File: src/rtl/guarded_div_ctrl.sv
module guarded_div_ctrl #(
  parameter int DIV_W    = 2,
  parameter int RST_CODE = 0
) (
  input  logic             clk,
  input  logic             rst_n,
  input  logic             wr_en,
  input  logic [31:0]      wr_data,
  output logic [31:0]      rd_data,
  input  logic             rate_req,
  input  logic             rate_to_restricted,
  output logic             rate_ack,
  output logic [DIV_W-1:0] div_code,
  output logic             div_load,
  input  logic             div_done
);
  localparam int WEN_BIT = 16;
  localparam logic [DIV_W-1:0] RST_V = DIV_W'(RST_CODE);
  localparam logic [DIV_W-1:0] SAFE_V = DIV_W'(1);

  logic [DIV_W-1:0] code_r, hold_r;
  logic busy_r, hold_v, err_r, ovf_r, restr_r, forcing_r;

  logic [DIV_W-1:0] wval;
  logic wr_sel, restr_eff, reject, wr_ok;
  logic drain, direct, serve, force_wr;

  assign wval      = wr_data[DIV_W-1:0];
  assign wr_sel    = wr_en & wr_data[WEN_BIT];
  assign restr_eff = restr_r | (rate_req & rate_to_restricted);
  assign reject    = wr_sel & (wval == '0) & restr_eff;
  assign wr_ok     = wr_sel & ~reject;

  assign drain    = ~busy_r & hold_v;
  assign direct   = ~busy_r & ~hold_v & wr_ok;
  assign serve    = ~busy_r & ~hold_v & ~wr_ok & rate_req & ~forcing_r & ~rate_ack;
  assign force_wr = serve & rate_to_restricted & (code_r == '0);

  always_ff @(posedge clk) begin
    if (!rst_n) begin
      code_r    <= RST_V;
      hold_r    <= '0;
      hold_v    <= 1'b0;
      busy_r    <= 1'b0;
      err_r     <= 1'b0;
      ovf_r     <= 1'b0;
      restr_r   <= 1'b0;
      forcing_r <= 1'b0;
      rate_ack  <= 1'b0;
      div_load  <= 1'b0;
    end else begin
      div_load <= drain | direct | force_wr;
      rate_ack <= 1'b0;
      if (reject) err_r <= 1'b1;

      if (busy_r && div_done) begin
        busy_r <= 1'b0;
        if (forcing_r) begin
          forcing_r <= 1'b0;
          rate_ack  <= 1'b1;
          restr_r   <= rate_to_restricted;
        end
      end

      if (drain) begin
        code_r <= hold_r;
        busy_r <= 1'b1;
      end else if (direct) begin
        code_r <= wval;
        busy_r <= 1'b1;
      end else if (force_wr) begin
        code_r    <= SAFE_V;
        busy_r    <= 1'b1;
        forcing_r <= 1'b1;
      end else if (serve) begin
        rate_ack <= 1'b1;
        restr_r  <= rate_to_restricted;
      end

      if (wr_ok && (busy_r || hold_v)) begin
        if (hold_v && !drain) begin
          ovf_r <= 1'b1;
        end else begin
          hold_r <= wval;
          hold_v <= 1'b1;
        end
      end else if (drain) begin
        hold_v <= 1'b0;
      end
    end
  end

  assign div_code = code_r;
  always_comb begin
    rd_data = '0;
    rd_data[DIV_W-1:0] = code_r;
    rd_data[8]  = busy_r;
    rd_data[9]  = err_r;
    rd_data[10] = ovf_r;
    rd_data[11] = restr_r;
  end


  restricted_safe_chk: assert property (@(posedge clk) disable iff (!rst_n)
    restr_r |-> (code_r != '0));

  busy_hold_chk: assert property (@(posedge clk) disable iff (!rst_n)
    (busy_r && !div_done) |=> busy_r);

  ovf_sticky_chk: assert property (@(posedge clk) disable iff (!rst_n)
    ovf_r |=> ovf_r);

  err_sticky_chk: assert property (@(posedge clk) disable iff (!rst_n)
    err_r |=> err_r);

  ack_pulse_chk: assert property (@(posedge clk) disable iff (!rst_n)
    rate_ack |=> !rate_ack);

  load_single_chk: assert property (@(posedge clk) disable iff (!rst_n)
    div_load |=> !div_load);
endmodule

File: config.mk
export PLATFORM = sky130hd
export DESIGN_NAME = guarded_div_ctrl
export DESIGN_NICKNAME = d
export VERILOG_FILES = /design/src/rtl/guarded_div_ctrl.sv
export SDC_FILE = /design/constraint.sdc
export NUM_CORES = 1
export LEC_CHECK = 0
export ABC_AREA = 1
export BUFFER_PORTS_ARGS = -buffer_cell sky130_fd_sc_hd__buf_2
export CORE_UTILIZATION = 40
export DETAILED_ROUTE_END_ITERATION = 10
export GPL_TIMING_DRIVEN = 0
export PLACE_DENSITY = 0.9
export SETUP_SLACK_MARGIN = 0.4
export SYNTH_ARGS = -nofsm -noshare
export SYNTH_HDL_FRONTEND = slang
export SYNTH_SLANG_ARGS = --single-unit
File: constraint.sdc
create_clock -name clk -period 1.5 [get_ports clk]
set_input_delay 0.15 -clock clk [delete_from_list [all_inputs] [get_ports clk]]
set_output_delay 0.15 -clock clk [all_outputs]
set_load 0.005 [all_outputs]
==> results of run 1 <==
## synthesized netlist by cell type (2+ instances only)
master,count
buf_4,32
nand2_1,14
dfxtp_1,12
inv_1,10
a21oi_1,8
nand3_1,8
inv_2,4
nor2_1,3
o21ai_0,3
a21oi_2,2
a31oi_1,2
nand2_2,2
nor2_4,2
## critical path, delay by kind of cell (launching register included)
family,cells,cell delay [ns]
flip-flops,1,0.37
buffers and inverters,3,0.37
## path summary, 6_finish.rpt
path                 endpoint  slack, ns  cells past startpoint
setup reg to reg  div_code[0]       0.36                      8
hold / removal         busy_r       0.16                      4
hold reg to reg         err_r       0.46                      2
setup / recovery   rd_data[8]       0.33                      3
## power by group through the flow
stage,combinational (mW),clock [mW],sequential (mW)
6_report,0.274,0.201,0.357
5_1_grt,0.307,0.213,0.361
4_1_cts,0.242,0.201,0.360
3_5_place_dp,0.235,0,0.366
3_3_place_gp,0.229,0,0.364
2_1_floorplan,0.180,0,0.363
## logic make-up after synthesis
| group | count (synthesis) |
|---|---|
| buf+inv | 47 |
| simple gates | 35 |
| other cells | 1 |
| flops | 12 |
| compound gates | 18 |
## per-stage QoR
| step | power, mW | util, % | setup WS, ns | std cells | hold slack [ns] |
|---|---|---|---|---|---|
| 2_1_floorplan | 0.543 | - | 0.451 | 138 | 0.271 |
| 3_3_place_gp | 0.593 | 53.9 | 0.347 | 183 | 0.426 |
| 3_5_place_dp | 0.601 | 53.9 | 0.282 | 183 | 0.436 |
| 4_1_cts | 0.803 | 56.0 | 0.366 | 187 | 0.148 |
| 5_1_grt | 0.880 | 59.2 | 0.276 | 190 | 0.170 |
| 6_report | 0.833 | 59.2 | 0.334 | 190 | 0.156 |
## flip-flops by register name, summed over array words and instances, names as in the netlist
| register | flops |
|---|---|
| div_code | 2 |
| hold_r | 2 |
| busy_r | 1 |
| div_load | 1 |
| err_r | 1 |
| forcing_r | 1 |
| hold_v | 1 |
| ovf_r | 1 |
| rate_ack | 1 |
| restr_r | 1 |
## per-layer routing
metal | GRT usage (%) | wire, µm | vias up
met3 | 2.64 | 110 | 4
met2 | 27.0 | 914 | 31
met4 | 10.0 | 44 | 0
met5 | 0 | 0 | -
met1 | 13.5 | 647 | 333
li1 | - | - | 403
## repair_timing
action                     CTS  global route
gates resized for setup      5            11
buffers inserted             1             3
setup endpoints to repair    8             8
hold buffers                 0             0
pin swaps                    0             7
## cell type report
class	instances	area [µm²]	share of cell area [%]
clock buffer	3	22.5	1.92
inverter	15	56.3	4.80
timing repair buffer	22	124	10.6
multi-input combinational	79	445	38.0
buffer	32	240	20.5
sequential	12	250	21.3
tap	27	33.8	2.88
==> summary.txt, run 1 <==
Clock tree
  – Clock sink total: 12
  – Clk_lat worst skew: between 0.2 and 0.3 ns
  – TritonCTS clock tree: built
  – Clock buffer count from CTS: 3
  – CTS Root Cell: clkbuf_4
  – Clock-pin slew on the worst setup and hold paths: around 0.070 ns
  – CTS H-tree lvls: 1
  – Clock buffer depth: 2

Die
  – Die Height: around 48 µm
  – DIE AREA: 2310 µm²
  – Ports: 74
  – Die Width: around 48 µm
  – Initial Util: between 40 and 50%
  – Core area: between 1500 and 2000 µm²
  – # rows: 16

Synth
  – Synth top area share: around 28%
  – Synthesized-area fraction occupied by adder cells: 0%
  – Post-synth ARST share: 0%
  – Largest family of logic cells by synthesized area: buffers and inverters
  – Seq/Total Area, Yosys: about 28%
  – Multiplexer area fraction after synthesis: 0%
  – Number of synthesized flops with an enable pin: 0
  – Yosys reg bits: 12
  – Compound-Gate Fraction of Synth Area: roughly an eighth
  – Count of unique library cells instantiated by Yosys: 24
  – Avg Inst Size Synth: ~7.5 µm²
  – Synth Instances: 113
  – Yosys top cell by area: dfxtp_1
  – Top cells by area, synth: dfxtp_1, buf_4, nand2_1, a21oi_1, nand3_1
  – Cell area after synthesis: about 850 µm²
  – Ys Warns: 0
  – Area share of and/or/nand/nor cells after synthesis: 23.3%
  – Ys flop type: dfxtp_1
  – XOR/XNOR share of the synthesized area: 0%

Min path
  – Worst hold path type: input pin to flip-flop
  – Startpoint of the worst hold path: div_done

Pwr
  – Combinational share of power: roughly a third
  – NetSw: around 0.26 mW
  – Max VDD drop: around 0.00042 V
  – Sequential Power Share: a little over two fifths
  – P_leak: 0.635 nW
  – Switching fraction of total power: between 30% and 40%
  – Internal: roughly 0.57 mW
  – P per Cell Area: a little over 700 nW/µm²
  – Clock group share of total power: ~24%

Final layout
  – Most frequent cells in the layout: buf_4, conb_1, buf_2, nand2_1, inv_1
  – NumNets Final: between 200 and 250
  – Most common cell after layout, fill and taps aside: buf_4
  – # fillers: 197
  – Diode count: 0
  – Syn-to-layout area delta: 38.0%
  – Fraction of layout cells with a size suffix above 1: 50.3%
  – Design Area, Final: approximately 1200 µm²

Worst setup path
  – Crit path from: busy_r
  – CP Max Fanout: 6
  – Critical path capture point type: primary output
  – CP startpoint kind: flip-flop
  – Required time worst endpoint: approximately 1.4 ns
  – Cell mode on critical path: buf_4
  – Setup CP Type: flip-flop to primary output
  – CP max stage cell: dfxtp_4
  – RR Startpoint: restr_r
  – Arr. time, crit path: 1.02 ns
  – Max incr delay on CP: roughly 0.37 ns
  – Worst-path cell chain: buf_4 > buf_4 > buf_2

Drt
  – Routed wire per std cell: between 9 and 10 µm
  – Vias per cell: between 4 and 5
  – Antenna-violating nets left: 0
  – 1st-iter DRT viols: 8
  – Post-Route WL: about 1700 µm
  – DRC Markers: 0
  – Routed vias: ~770
  – Drt pass-1 iters: 4

Timing
  – Clock skew: roughly 0.005 ns
  – Setup_tns: 0 ns
  – Slew Limit Fails: 0
  – RSZ-0062 raised after global routing: true
  – Maximum clock rate: 0.857 GHz
  – Final period utilization: about 80%
  – Crit path time final: approximately 1.2 ns
  – Hold Violations, Final: 0
  – Setup Viol. Count Final: 0

Run
  – Max-Cap Viols: 0

Place
  – Routability congestion estimate: 0.782
  – DP HPWL: roughly 1300 µm
  – IO buf count: 18
  – DP Area: roughly 1100 µm²

Global route
  – Pin count of the biggest net entering global routing: 10
  – Total GRT Usage: between 10% and 20%
  – First-pass GRT wire length: approximately 2200 µm
  – GRT overflow: 0
  – Antenna violations before repair: 0
  – Vias in the first global route: 570

Run status
  – Outcome: completed
No activity file was read; power rests on OpenSTA's default activity.
==> run 2, diff against run 1 <==
- ABC_AREA: 1 -> 0
- CORE_UTILIZATION: 40 -> 36
- PLACE_DENSITY: 0.9 -> 0.84
- clock period: 1.5 -> 1.1 ns (I/O delays scaled with it)
==> run 2 against run 1 <==
The flow now finishes with violations (negative setup slack). Clock power up 40%. First-iteration DRC count shrank 75%. Global-route usage rose by 0.99 points. Register-to-register slack worse by 0.65 ns. Area after synthesis is 4.9% lower. Worst hold slack worse by 0.080 ns. Total power rose by 43%. Count of clock-buffer cells in the layout did not move. Critical path depth grew 1. Design area increased by 8.2%.
==> summary.txt, run 2 <==
Drt
  – DRC Markers: 0 (unchanged)
  – Post-Route WL: 1840 µm (+7.2%)
  – Routed wire per std cell: 10.5 µm (+16%)
  – Antenna-violating nets left: 0 (unchanged)
  – Vias per cell: 4.20 (+3.5%)
  – Drt pass-1 iters: 3 (-1)
  – Routed vias: 735 (-4.7%)
  – 1st-iter DRT viols: 2 (-6)

Clock tree
  – Clock buffer count from CTS: 3 (unchanged)
  – Clock-pin slew on the worst setup and hold paths: 0.07 ns (about the same)
  – Clk_lat worst skew: 0.28 ns (about the same)
  – TritonCTS clock tree: built
  – Clock sink total: 12 (unchanged)
  – CTS H-tree lvls: 1 (unchanged)
  – CTS Root Cell: clkbuf_4
  – Clock buffer depth: 2 (unchanged)

Final layout
  – Design Area, Final: 1270 µm² (+8.2%)
  – Syn-to-layout area delta: 57.0%
  – Most frequent cells in the layout: buf_4, conb_1, buf_6, buf_2, nor2_1
  – NumNets Final: 188 (-7.4%)
  – Most common cell after layout, fill and taps aside: buf_4
  – Multi-input logic area: 462 µm² (+3.7%)
  – Sequential Area: 255 µm² (+2.0%)
  – Fraction of layout cells with a size suffix above 1: 58.8% (+8.5 points)
  – Diode count: 0 (unchanged)
  – Final Instance Count excl. Fillers: 175 (-7.9%)
  – # fillers: 180 (-8.6%)

Timing
  – Final WS setup: -0.288 ns (-0.621 ns)
  – Clock skew: 0.00394 ns (-0.00118 ns)
  – Hold Violations, Final: 0 (unchanged)
  – Setup Viol. Count Final: 11 (+11)
  – Crit path time final: approximately 1.4 ns
  – Maximum clock rate: between 0.7 and 0.8 GHz
  – Slew Limit Fails: 0 (unchanged)
  – RSZ-0062 raised after global routing: true
  – Final period utilization: 126%
  – Setup_tns: -2.10 ns (-2.10 ns)

Worst setup path
  – Reg2reg path depth: 4 (-4)
  – R2r endpoint: busy_r
  – CP startpoint kind: flip-flop
  – Arr. time, crit path: 1.58 ns (+0.56 ns)
  – Required time worst endpoint: 1.29 ns (-0.06 ns)
  – Flop-to-flop setup slack: -0.29 ns (-0.65 ns)
  – Critical path capture point type: flip-flop
  – Setup CP Type: flip-flop to flip-flop
  – RR Startpoint: restr_r
  – CP Max Fanout: 4 (-2)

Min path
  – Worst hold path type: input pin to flip-flop
  – Hold path endpoint: restr_r
  – Hold Crit Depth: 2 (-2)
  – Startpoint of the worst hold path: rst_n

Die
  – # rows: 16 (unchanged)
  – Core area: 2040 µm² (+3.0%)
  – Die Width: 49.4 µm (+2.7%)
  – Ports: 74 (unchanged)
  – Initial Util: 39.6% (-3.3 points)
  – Die Height: 49.4 µm (+2.7%)
  – DIE AREA: 2440 µm² (+5.5%)

Synth
  – Avg Inst Size Synth: 8.60 µm² (+14%)
  – Yosys reg bits: 12 (unchanged)
  – Ys flop type: dfxtp_1
  – Ys Warns: 0 (unchanged)
  – Number of synthesized flops with an enable pin: 0 (unchanged)
  – Top cells by area, synth: dfxtp_1, buf_4, nor2_1, mux2i_1, o311a_2
  – Cell area after synthesis: 808 µm² (-4.9%)
  – Post-synth ARST share: 0% (unchanged)
  – Yosys top cell by area: dfxtp_1
  – Synth top area share: 29.7% (+1.4 points)
  – Synth Instances: 94 (-17%)
  – Most frequent cells after synthesis: buf_4, dfxtp_1, nor2_1
  – Most instantiated library cell after synthesis: buf_4
  – Seq/Total Area, Yosys: 29.7% (+1.4 points)
  – Count of unique library cells instantiated by Yosys: 31 (+29%)

Pwr
  – Max VDD drop: 0.000466 V (+9.8%)
  – Overall Power: 1.19 mW (+43%)
  – P_leak: 0.644 nW (+1.4%)
  – P per Cell Area: 939 nW/µm² (+32%)

Run
  – Max-Cap Viols: 0 (unchanged)

Global route
  – GRT overflow: 0 (unchanged)
  – Antenna violations before repair: 0 (unchanged)
  – Vias in the first global route: 659 (+16%)
  – Pin count of the biggest net entering global routing: 11 (+1)
  – Total GRT Usage: 15.2% (+0.99 points)
  – First-pass GRT wire length: 2770 µm (+26%)

Place
  – IO buf count: 18 (unchanged)
  – DP HPWL: 1210 µm (-5.4%)
  – Dpl cells: 164 (-10%)
  – DP Area: 1050 µm² (-1.9%)
  – Routability congestion estimate: 0.798 (+2.1%)
  – Dpl ws: -0.279 ns (-0.562 ns)

Run status
  – Violated checks: negative setup slack
  – Outcome: finished with violations
-- run 2: changes by cell type after synthesis, sizes merged, moves of 2 or more --
cell	delta
a21oi	-6
and2	+2
inv	-11
mux2i	+3
nand2	-14
nand3	-8
nor2	+5
o21ai	-2
o21bai	-2
o311a	+3
o31a	+2
-- run 2: worst max-delay path, cell delays in order, from the launching register on --
cell and delay (ns):
dfxtp_2 0.37, a21oi_4 0.06, o31a_4 0.29, or3b_4 0.41
a31oi_1 0.17
-- run 2: layer usage --
metal	vias up	track usage, %	routed length, µm
met5	-	0	0
met4	0	7.14	29
met3	3	3.74	100
met2	23	27.9	958
met1	337	16.1	752
li1	372	-	-
-- run 2: per-stage QoR --
step | util [%] | hold slack, ns
6_report | 62.1 | 0.0762
3_3_place_gp | 51.3 | 0.367
5_1_grt | 62.1 | 0.0789
2_1_floorplan | - | 0.234
3_5_place_dp | 51.3 | 0.368
4_1_cts | 58.5 | 0.0687
-- run 2: final cells by class --
cell class / instances / share of cell area, %
plain buffers: 34 / 21.6
clock buffers: 3 / 1.78
flip-flops and latches: 12 / 20.1
well taps: 27 / 2.66
repair buffers: 26 / 16.6
inverters: 3 / 0.888
multi-input cells: 70 / 36.4
-- run 2: kinds of logic after synthesis --
logic type | Yosys count | share of synthesized area, %
buffers and inverters | 37 | 32.2
and+or+nand+nor | 23 | 14.1
AOI/OAI and AO/OA | 17 | 18.7
DFF | 12 | 29.7
muxes | 3 | 3.72
xor gates and xnor gates | 1 | 1.08
other | 1 | 0.464
-- run 2: power by group --
| group | switching [mW] | internal, mW |
|---|---|---|
| combinational | 0.175 | 0.247 |
| sequential | 0.0264 | 0.463 |
| clock | 0.153 | 0.127 |
-- run 2: repair_timing --
action | 4_1_cts | 5_1_grt
pin swaps | 3 | 2
setup buffers | 5 | 3
endpoints found under the setup margin | 22 | 22
resized for setup | 24 | 11
hold buffers | 0 | 0
gates cloned | 0 | 0
-- run 2: worst max path at each step --
| stage | startpoint | to | cells after the start |
|---|---|---|---|
| 6_report | restr_r | busy_r | 4 |
| 5_1_grt | restr_r | restr_r | 5 |
| 4_1_cts | restr_r | busy_r | 4 |
| 3_5_place_dp | restr_r | busy_r | 4 |
| 3_3_place_gp | hold_v | div_code[0] | 4 |
| 2_1_floorplan | restr_r | div_code[0] | 4 |
